==> src/rtl/os_rx_pkg.sv <==
package os_rx_pkg;
  localparam int unsigned DATA_W = 8;
  localparam int unsigned STOP_N = 2;
  localparam int unsigned STAT_W = 3;
  localparam int unsigned STAT_OVR = 0;
  localparam int unsigned STAT_FRM = 1;
  localparam int unsigned STAT_BRK = 2;

  typedef enum logic [1:0] {
    RX_IDLE  = 2'd0,
    RX_START = 2'd1,
    RX_DATA  = 2'd2,
    RX_STOP  = 2'd3
  } rx_state_e;

  typedef logic [DATA_W-1:0] rx_byte_t;
  typedef logic [STOP_N-1:0] rx_stops_t;

  // every stop sample must be high for a frame to be accepted
  function automatic logic stops_good(rx_stops_t s);
    return &s;
  endfunction

  // break: data and stop samples all low (start already known low)
  function automatic logic frame_is_break(rx_byte_t d, rx_stops_t s);
    return (d == '0) && (s == '0);
  endfunction
endpackage

==> src/rtl/os_rx_sync.sv <==
module os_rx_sync #(
  parameter int unsigned STAGES = 2
) (
  input  logic clk_i,
  input  logic rst_ni,
  input  logic d_i,
  output logic q_o
);
  logic [STAGES-1:0] chain_q;

  for (genvar g = 0; g < STAGES; g++) begin : g_stage
    always_ff @(posedge clk_i or negedge rst_ni) begin
      if (!rst_ni) begin
        chain_q[g] <= 1'b1;
      end else if (g == 0) begin
        chain_q[g] <= d_i;
      end else begin
        chain_q[g] <= chain_q[(g == 0) ? 0 : g-1];
      end
    end
  end

  assign q_o = chain_q[STAGES-1];
endmodule

==> src/rtl/os_rx_framer.sv <==
module os_rx_framer
  import os_rx_pkg::*;
#(
  parameter int unsigned OSR = 16
) (
  input  logic     clk_i,
  input  logic     rst_ni,
  input  logic     tick_i,
  input  logic     line_i,
  output rx_byte_t data_o,
  output logic     ok_o,
  output logic     frm_o,
  output logic     brk_o,
  output logic     glitch_o
);
  localparam int unsigned CNT_W = $clog2(OSR);
  localparam int unsigned HALF  = OSR / 2;
  localparam int unsigned IDX_W = $clog2(DATA_W);

  rx_state_e        state_q;
  logic [CNT_W-1:0] cnt_q;
  logic [IDX_W-1:0] idx_q;
  rx_byte_t         shift_q;
  rx_stops_t        stop_q;
  rx_stops_t        stop_full;
  logic             line_q;
  logic             fall;
  logic             at_half;
  logic             at_full;

  assign fall      = line_q && !line_i;
  assign at_half   = tick_i && (cnt_q == CNT_W'(HALF - 1));
  assign at_full   = tick_i && (cnt_q == CNT_W'(OSR - 1));
  assign stop_full = {line_i, stop_q[STOP_N-1:1]};

  always_ff @(posedge clk_i or negedge rst_ni) begin
    if (!rst_ni) begin
      state_q  <= RX_IDLE;
      cnt_q    <= '0;
      idx_q    <= '0;
      shift_q  <= '0;
      stop_q   <= '0;
      line_q   <= 1'b1;
      ok_o     <= 1'b0;
      frm_o    <= 1'b0;
      brk_o    <= 1'b0;
      glitch_o <= 1'b0;
    end else begin
      line_q   <= line_i;
      ok_o     <= 1'b0;
      frm_o    <= 1'b0;
      brk_o    <= 1'b0;
      glitch_o <= 1'b0;
      unique case (state_q)
        RX_IDLE: begin
          if (fall) begin
            state_q <= RX_START;
            cnt_q   <= '0;
          end
        end
        RX_START: begin
          if (at_half) begin
            cnt_q <= '0;
            idx_q <= '0;
            if (line_i) begin
              glitch_o <= 1'b1;
              state_q  <= RX_IDLE;
            end else begin
              state_q <= RX_DATA;
            end
          end else if (tick_i) begin
            cnt_q <= cnt_q + 1'b1;
          end
        end
        RX_DATA: begin
          if (at_full) begin
            cnt_q   <= '0;
            shift_q <= {line_i, shift_q[DATA_W-1:1]};
            if (idx_q == IDX_W'(DATA_W - 1)) begin
              idx_q   <= '0;
              state_q <= RX_STOP;
            end else begin
              idx_q <= idx_q + 1'b1;
            end
          end else if (tick_i) begin
            cnt_q <= cnt_q + 1'b1;
          end
        end
        RX_STOP: begin
          if (at_full) begin
            cnt_q  <= '0;
            stop_q <= stop_full;
            if (idx_q == IDX_W'(STOP_N - 1)) begin
              idx_q   <= '0;
              state_q <= RX_IDLE;
              if (stops_good(stop_full)) begin
                ok_o <= 1'b1;
              end else if (frame_is_break(shift_q, stop_full)) begin
                brk_o <= 1'b1;
              end else begin
                frm_o <= 1'b1;
              end
            end else begin
              idx_q <= idx_q + 1'b1;
            end
          end else if (tick_i) begin
            cnt_q <= cnt_q + 1'b1;
          end
        end
        default: state_q <= RX_IDLE;
      endcase
    end
  end

  assign data_o = shift_q;
endmodule

==> src/rtl/os_rx_fifo.sv <==
module os_rx_fifo
  import os_rx_pkg::*;
#(
  parameter int unsigned DEPTH = 4
) (
  input  logic     clk_i,
  input  logic     rst_ni,
  input  logic     wr_req_i,
  input  rx_byte_t wr_data_i,
  input  logic     rd_req_i,
  output rx_byte_t rd_data_o,
  output logic     empty_o,
  output logic     full_o,
  output logic     push_o,
  output logic     pop_o,
  output logic     drop_o
);
  localparam int unsigned AW = (DEPTH > 1) ? $clog2(DEPTH) : 1;
  localparam int unsigned CW = $clog2(DEPTH + 1);

  rx_byte_t        mem_q [DEPTH];
  logic [AW-1:0]   wr_ptr_q;
  logic [AW-1:0]   rd_ptr_q;
  logic [CW-1:0]   count_q;

  function automatic logic [AW-1:0] ptr_next(logic [AW-1:0] p);
    return (p == AW'(DEPTH - 1)) ? '0 : p + 1'b1;
  endfunction

  assign empty_o = (count_q == '0);
  assign full_o  = (count_q == CW'(DEPTH));
  assign pop_o   = rd_req_i && !empty_o;
  assign push_o  = wr_req_i && (!full_o || pop_o);
  assign drop_o  = wr_req_i && !push_o;

  always_ff @(posedge clk_i or negedge rst_ni) begin
    if (!rst_ni) begin
      wr_ptr_q <= '0;
      rd_ptr_q <= '0;
      count_q  <= '0;
    end else begin
      if (push_o) begin
        wr_ptr_q <= ptr_next(wr_ptr_q);
      end
      if (pop_o) begin
        rd_ptr_q <= ptr_next(rd_ptr_q);
      end
      if (push_o && !pop_o) begin
        count_q <= count_q + 1'b1;
      end else if (pop_o && !push_o) begin
        count_q <= count_q - 1'b1;
      end
    end
  end

  always_ff @(posedge clk_i) begin
    if (push_o) begin
      mem_q[wr_ptr_q] <= wr_data_i;
    end
  end

  assign rd_data_o = mem_q[rd_ptr_q];
endmodule

==> src/rtl/os_rx_status.sv <==
module os_rx_status
  import os_rx_pkg::*;
(
  input  logic              clk_i,
  input  logic              rst_ni,
  input  logic [STAT_W-1:0] set_i,
  input  logic              clr_i,
  output logic [STAT_W-1:0] stat_o
);
  always_ff @(posedge clk_i or negedge rst_ni) begin
    if (!rst_ni) begin
      stat_o <= '0;
    end else begin
      stat_o <= (stat_o & ~{STAT_W{clr_i}}) | set_i;
    end
  end
endmodule

==> src/rtl/os_serial_rx.sv <==
module os_serial_rx
  import os_rx_pkg::*;
#(
  parameter int unsigned OSR        = 16,
  parameter int unsigned FIFO_DEPTH = 4,
  parameter int unsigned SYNC_STAGES = 2
) (
  input  logic              clk_i,
  input  logic              rst_ni,
  input  logic              tick_i,
  input  logic              line_i,
  input  logic              rd_en_i,
  output logic [DATA_W-1:0] rd_data_o,
  output logic              rd_valid_o,
  input  logic              stat_rd_i,
  output logic [STAT_W-1:0] stat_o
);
  logic        line_s;
  rx_byte_t    frame_data;
  logic        frame_ok;
  logic        frame_frm;
  logic        frame_brk;
  logic        glitch_evt;
  logic        push_evt;
  logic        pop_evt;
  logic        drop_evt;
  logic        fifo_full;
  logic        fifo_empty;
  logic [STAT_W-1:0] stat_set;

  os_rx_sync #(.STAGES(SYNC_STAGES)) sync_i (
    .clk_i (clk_i),
    .rst_ni(rst_ni),
    .d_i   (line_i),
    .q_o   (line_s)
  );

  os_rx_framer #(.OSR(OSR)) framer_i (
    .clk_i   (clk_i),
    .rst_ni  (rst_ni),
    .tick_i  (tick_i),
    .line_i  (line_s),
    .data_o  (frame_data),
    .ok_o    (frame_ok),
    .frm_o   (frame_frm),
    .brk_o   (frame_brk),
    .glitch_o(glitch_evt)
  );

  os_rx_fifo #(.DEPTH(FIFO_DEPTH)) fifo_i (
    .clk_i    (clk_i),
    .rst_ni   (rst_ni),
    .wr_req_i (frame_ok),
    .wr_data_i(frame_data),
    .rd_req_i (rd_en_i),
    .rd_data_o(rd_data_o),
    .empty_o  (fifo_empty),
    .full_o   (fifo_full),
    .push_o   (push_evt),
    .pop_o    (pop_evt),
    .drop_o   (drop_evt)
  );

  always_comb begin
    stat_set           = '0;
    stat_set[STAT_OVR] = drop_evt;
    stat_set[STAT_FRM] = frame_frm;
    stat_set[STAT_BRK] = frame_brk;
  end

  os_rx_status status_i (
    .clk_i (clk_i),
    .rst_ni(rst_ni),
    .set_i (stat_set),
    .clr_i (stat_rd_i),
    .stat_o(stat_o)
  );

  assign rd_valid_o = !fifo_empty;
endmodule

==> config.mk <==
export PLATFORM = sky130hd
export DESIGN_NAME = os_serial_rx
export DESIGN_NICKNAME = d
export VERILOG_FILES = /design/src/rtl/os_rx_pkg.sv /design/src/rtl/os_rx_sync.sv /design/src/rtl/os_rx_framer.sv /design/src/rtl/os_rx_fifo.sv /design/src/rtl/os_rx_status.sv /design/src/rtl/os_serial_rx.sv
export SDC_FILE = /design/constraint.sdc
export NUM_CORES = 1
export LEC_CHECK = 0
export BUFFER_PORTS_ARGS = -buffer_cell sky130_fd_sc_hd__buf_4
export CAP_MARGIN = 20
export CORE_ASPECT_RATIO = 1.1
export CORE_MARGIN = 1
export CORE_UTILIZATION = 45
export CTS_CLUSTER_DIAMETER = 60
export DETAILED_ROUTE_END_ITERATION = 8
export PLACE_DENSITY_LB_ADDON = 0.05
export SYNTH_ARGS = -nofsm -noshare
export SYNTH_HDL_FRONTEND = slang
export SYNTH_SLANG_ARGS = --single-unit
==> constraint.sdc <==
create_clock -name clk_i -period 2.3 [get_ports clk_i]
set_input_delay 0.115 -clock clk_i [delete_from_list [all_inputs] [get_ports clk_i]]
set_output_delay 0.115 -clock clk_i [all_outputs]
set_load 0.02 [all_outputs]
Word level (Yosys, flattened, before mapping):

Memories as Yosys holds them, arrays and structs flattened.
Cells that the tools add are included.
W data, S select, Z words.

* add/subtract/negate cells: 6
* eq/ne operators: 16
* multiplexer cells: 39
* bitwise logic cells: 3
* reduce and logical (&&, ||, !) cells: 27

Operator list (number)
* $mux W3: 7
* $mux W2: 9
* $mux W1: 16
* $mux W4: 4
* $ne A2 B1 Y1 const B: 6
* $pmux W4 S3: 1
* $logic_and A1 B1 Y1: 9
* $pmux W3 S3: 1
* $eq A2 B2 Y1 const B: 4
* $logic_not A8 Y1: 1
* $pmux W2 S4: 1
* $add A3 B1 Y3 const B: 2
* $eq A3 B3 Y1 const B: 2
* $reduce_and A2 Y1: 3
* $reduce_and A6 Y1: 1
* $logic_not A1 Y1: 5
* $add A2 B1 Y2 const B: 2
* $add A4 B1 Y4 const B: 1
* $eq A4 B3 Y1 const B: 1
* $eq A4 B4 Y1 const B: 1
* $logic_not A2 Y1: 2
* $reduce_and A4 Y1: 1
* $and A3 B3 Y3: 1
* $eq A3 B1 Y1 const B: 1
* 9 further kinds: 9

* bits in registers: 35
* RAM bits: 32
* bits of input ports: 6
* output and inout bits: 12
* logic and storage cells: 107
* memories kept: 1

Memories
* fifo_i.mem_q: depth 4, bits a word 8, rd ports 1, clocked after memory_dff 0, wr ports 1, RTL line os_rx_fifo.sv:21 `rx_byte_t mem_q [DEPTH];`

Depth between registers and ports, before layout:

* word-level depth: 9
* mapped depth: 9

Hierarchy:

A second synthesis with hierarchy kept.

* cells, all modules: 194
* area total of the unflattened synthesis: 2912.8 µm²

Modules (own cells, without submodules)
* os_rx_fifo: times used 1, cells each 81, area an instance 1611.5 µm², seq. area each 1136.1 µm²
* os_rx_framer: times used 1, cells each 103, area an instance 1143.6 µm², seq. area each 576.8 µm²
* os_rx_status: times used 1, cells each 7, area an instance 101.3 µm², seq. area each 75.1 µm²
* os_rx_sync: times used 1, cells each 2, area an instance 52.6 µm², seq. area each 52.6 µm²
* os_serial_rx: times used 1, cells each 1, area an instance 3.8 µm², seq. area each 0.0 µm²

Worst setup path after synthesis:

No wires, ideal clock.

* kind: flip-flop to flip-flop
* start point: reg fifo_i.count_q[1]
* end point: reg fifo_i.count_q[2]
* library setup time: 0.079 ns
* arrival: 2.047 ns
* slack: 0.174 ns
* stages on the path, launching flop included: 9
* period minus slack after synthesis: 2.126 ns
* path through: dfrtp_1 -> or3_1 -> nand2_1 -> ha_1 -> inv_1 -> fa_1 -> xor2_1 -> nor2_1 -> xor2_1

* cells in the longest elaborated chain, start to end: 8

Ends and longest elaborated chain
* start: declaration: RTL line os_rx_fifo.sv:24 `logic [CW-1:0] count_q;`
* start signal: assignment: RTL line os_rx_fifo.sv:49 `count_q <= count_q + 1'b1;`
* start signal: assignment: RTL line os_rx_fifo.sv:51 `count_q <= count_q - 1'b1;`
* $logic_not A3 Y1 *: RTL line os_rx_fifo.sv:30 `assign empty_o = (count_q == '0);`
* $logic_not A1 Y1 *
* via rd_valid_o: RTL line os_serial_rx.sv:14 `output logic rd_valid_o,`
* $logic_and A1 B1 Y1 *: RTL line os_rx_fifo.sv:32 `assign pop_o = rd_req_i && !empty_o;`
* $logic_or A1 B1 Y1: RTL line os_rx_fifo.sv:33 `assign push_o = wr_req_i && (!full_o || pop_o);`
* $logic_and A1 B1 Y1: RTL line os_rx_fifo.sv:33
* $logic_not A1 Y1: RTL line os_rx_fifo.sv:50 `end else if (pop_o && !push_o) begin`
* $logic_and A1 B1 Y1: RTL line os_rx_fifo.sv:50
* $reduce_bool A2 Y1 (no source line)

The timed path passes the listed nets; every way through them passes the cells marked *. The select of a mux whose other input is x is not followed.
A chain may end at the register's enable or synchronous reset.

Final worst setup path:

* start point: reg fifo_i.count_q[1]
* end point: reg fifo_i.count_q[2]

* cells in the longest elaborated chain, start to end: 8

Ends and longest elaborated chain
* parallel branches: the longest is 8 deep, another holds $sub A3 B1 Y3

Parallel ways; which one is timed is not known. The select of a mux whose other input is x is not followed.

==> summary.md <==
| Metric | Value |
|---|---|
| Final setup TNS | `0 ns` |
| Clock Path Buffers | `2` |
| Top Layer Used | `met4` |
| Worst Tran Pin Value | `0.6213 ns` |
| CP arrival | `2.40 ns` |
| Max incr delay on CP | `0.43 ns` |
| CP required | `2.55 ns` |
| Compound-cell area share of the yosys netlist | `6.489%` |
| Met3 wire len | `177 um` |
| Main flop type after synthesis | `edfxtp_1` |
| Fin cells | `303` |
| Wire per inst | `16.01 um` |
| Number of global-route vias before repair | `1,698` |
| WL met2 | `2594 um` |
| Synth Cell Area | `0.002912 mm^2` |
| Top cell type by total area after synthesis | `edfxtp_1` |
| Clock transition at path regs | `0.07 ns` |
| Synth Area in XOR/XNOR | `0.9024%` |
| Post-synth EDFFs | `32` |
| Die height | `86.36 um` |
| Status | `finished clean` |
| DR vias/cell | `5.317` |
| R2R Path End | `fifo_i.count_q[2]$_DFFE_PN0P_` |
| Number of buffers added on ports | `17` |
| Post-synthesis mux area share | `11.13%` |
| Fin. max-slew vios | `0` |
| Fin nets | `239` |
| First-pass GRT wire length | `8066 um` |
| Initial Util | `47.01%` |
| Pre-antenna DRT Iters | `4` |
| Power Density | `1041 mW/mm^2` |
| Hold_sp | `stat_rd_i` |
| Die area | `0.006796 mm^2` |
| Largest family of logic cells by synthesized area | `multiplexers` |
| N_diodes | `0` |
| Iter 0 DRT Violations | `84` |
| Area growth syn-to-layout | `14.83%` |
| FFs w/ async S/R, synth | `51.52%` |
| Final Core Density | `53.98%` |
| Synth Area in Simple Gates | `10.57%` |
| Top cells by area, synth | `edfxtp_1 (33%), dfrtp_1 (27%), mux4_2 (6.2%)` |
| Pre-CTS setup slack | `0.1369 ns` |
| Core ar. | `0.006193 mm^2` |
| DR DRC count | `0` |
| Rows | `30` |
| Syn Nets | `212` |
| Hold Crit Depth | `3` |
| Placed insts | `285` |
| Root Buffer | `clkbuf_8` |
| Critical Path Sink Type | `flop` |
| ANT nets after route | `0` |
| Crit share post-route | `93.28%` |
| Post-DP HPWL | `3528 um` |
| Post-DP Area | `0.003127 mm^2` |
| Synth Instances | `191` |
| GRT Util Overall | `16.08%` |
| Fin area | `0.003343 mm^2` |
| Worst reg2reg setup slack | `0.15 ns` |
| Share of the synthesized area in the top cell type | `33.00%` |
| Area share of fa/ha/maj cells after synthesis | `6.704%` |
| Max-cap violation count | `0` |
| I/O Pins | `18` |
| M1 WL | `2005 um` |
| Synth warn | `0` |
| Clk_lat worst skew | `0.34 ns` |
| Unrepaired setup endpoints after global routing | `false` |
| Post-Route WL | `4850 um` |
| Reg2Reg Launch Point | `fifo_i.count_q[1]$_DFFE_PN0P_` |
| Worst IR Drop VDD | `0.5584 mV` |
| Flip-flop and latch count after synthesis | `66` |
| Antenna violations before repair | `0` |
| Top-count cell post-synth | `edfxtp_1` |
| Largest net degree at the start of global routing | `35` |
| Crit Path Class | `reg2reg` |
| Crit-path max FO | `4` |
| F_max | `466.1 MHz` |
| Worst path slowest cell | `dfrtp_1` |
| HP Class | `in2reg` |
| Sinks on Clock Net | `66` |
| Power, Total | `3.481 mW` |
| Worst slew margin | `58.58%` |
| Min-Delay Endpoint | `status_i.stat_o[2]$_DFF_PN0_` |
| Routed via count | `1,611` |
| Most frequent CP cell | `xor2_1` |
| Seq/Total Area, Yosys | `62.35%` |
| Worst path cell trace | `or3_1 -> nand2_2 -> ha_1 -> inv_1 -> fa_1 -> xor2_1 -> nor2_1 -> xor2_1` |
| Final setup margin | `0.1545 ns` |
| Post-synth top cells | `edfxtp_1 (32), dfrtp_1 (31), ha_1 (14)` |
| Global route overflow | `0` |
| Share of layout cells above drive strength 1 | `29.15%` |
| Cells on worst reg2reg path | `8` |
| Max Clock Skew | `0.01021 ns` |
| Die X | `78.70 um` |
| H-tree depth | `3` |
| Clock period minus worst slack | `2.145 ns` |
| Final hold slack | `0.09727 ns` |
| Avg Inst Size Synth | `15.24 um^2` |
| Final Hold Fails | `0` |
| Post-synthesis cell type count | `48` |
| Pleak | `1.363 nW` |
| Setup violations, final | `0` |
| RePlAce Congestion | `0.7402` |
| CP Launch Type | `flop` |
| CTS tree | `yes` |
| Cts bufs inserted | `9` |
flip-flops by register name (all words and copies together), names as in the netlist, 2 cells and up, named ones only:
name             flops
fifo_i.mem_q        32
framer_i.data_o      8
framer_i.cnt_q       4
fifo_i.count_q       3
framer_i.idx_q       3
status_i.stat_o      3
fifo_i.rd_ptr_q      2
fifo_i.wr_ptr_q      2
per-layer routing:
metal | global-route usage (%) | vias to the layer above
li1 | - | 769
met5 | 0 | -
met2 | 27.83 | 22
met3 | 5.053 | 8
met1 | 18.31 | 812
met4 | 6.902 | 0
timing repair:
item	CTS	global route
endpoints found under the hold margin	32	0
setup endpoints to repair	0	1
hold buffers	2	0
setup buffers	0	0
resized for setup	0	1
worst max-delay path: cells and delay by family (launching register included):
kind	cells	cell delay [ns]
DFF	1	0.43
adders and majority gates	2	0.57
and+or+nand+nor	3	0.66
xor gates and xnor gates	2	0.35
buffers and inverters	1	0.06
report_power, final:
part	total, mW	switching [mW]	internal [mW]	leakage (nW)
clock	0.934	0.436	0.497	0.0990
sequential	1.51	0.174	1.34	0.700
combinational	1.04	0.515	0.523	0.564
layout by cell type, fill, tap and decap left out, types with 5 or more instances in the layout:
cell type / n
dfrtp_1: 31
inv_1: 9
buf_4: 18
nor2_1: 8
o21ai_0: 5
edfxtp_1: 32
mux2_2: 11
clkbuf_8: 9
nand2_1: 8
mux4_2: 8
ha_1: 14
cell type report:
class | count | area, um^2
tap | 80 | 100.1
inverter | 9 | 33.78
timing repair buffer | 20 | 155.1
sequential | 66 | 1815
clock buffer | 9 | 123.9
multi-input combinational | 112 | 1045
fill | 527 | 2850
clock inverter | 7 | 70.07
cell families after synthesis:
group,count (synthesis)
AOI/OAI and AO/OA,25
muxes,21
buffers and inverters,13
and+or+nand+nor,48
xor gates and xnor gates,3
adders and majority gates,15
DFF,66
worst max path at each step:
stage	start	endpoint	slack (ns)	cells past startpoint
final	fifo_i.count_q[1]$_DFFE_PN0P_	fifo_i.count_q[2]$_DFFE_PN0P_	0.15	8
after detailed placement	fifo_i.count_q[1]$_DFFE_PN0P_	fifo_i.count_q[2]$_DFFE_PN0P_	0.14	8
after global routing	fifo_i.count_q[1]$_DFFE_PN0P_	fifo_i.count_q[2]$_DFFE_PN0P_	0.02	8
after floorplan	fifo_i.count_q[1]$_DFFE_PN0P_	fifo_i.count_q[2]$_DFFE_PN0P_	0.17	8
after global placement	fifo_i.count_q[1]$_DFFE_PN0P_	fifo_i.count_q[2]$_DFFE_PN0P_	0.27	8
after CTS	fifo_i.count_q[1]$_DFFE_PN0P_	fifo_i.count_q[2]$_DFFE_PN0P_	0.1	8
(Power assumes the default switching activity.)
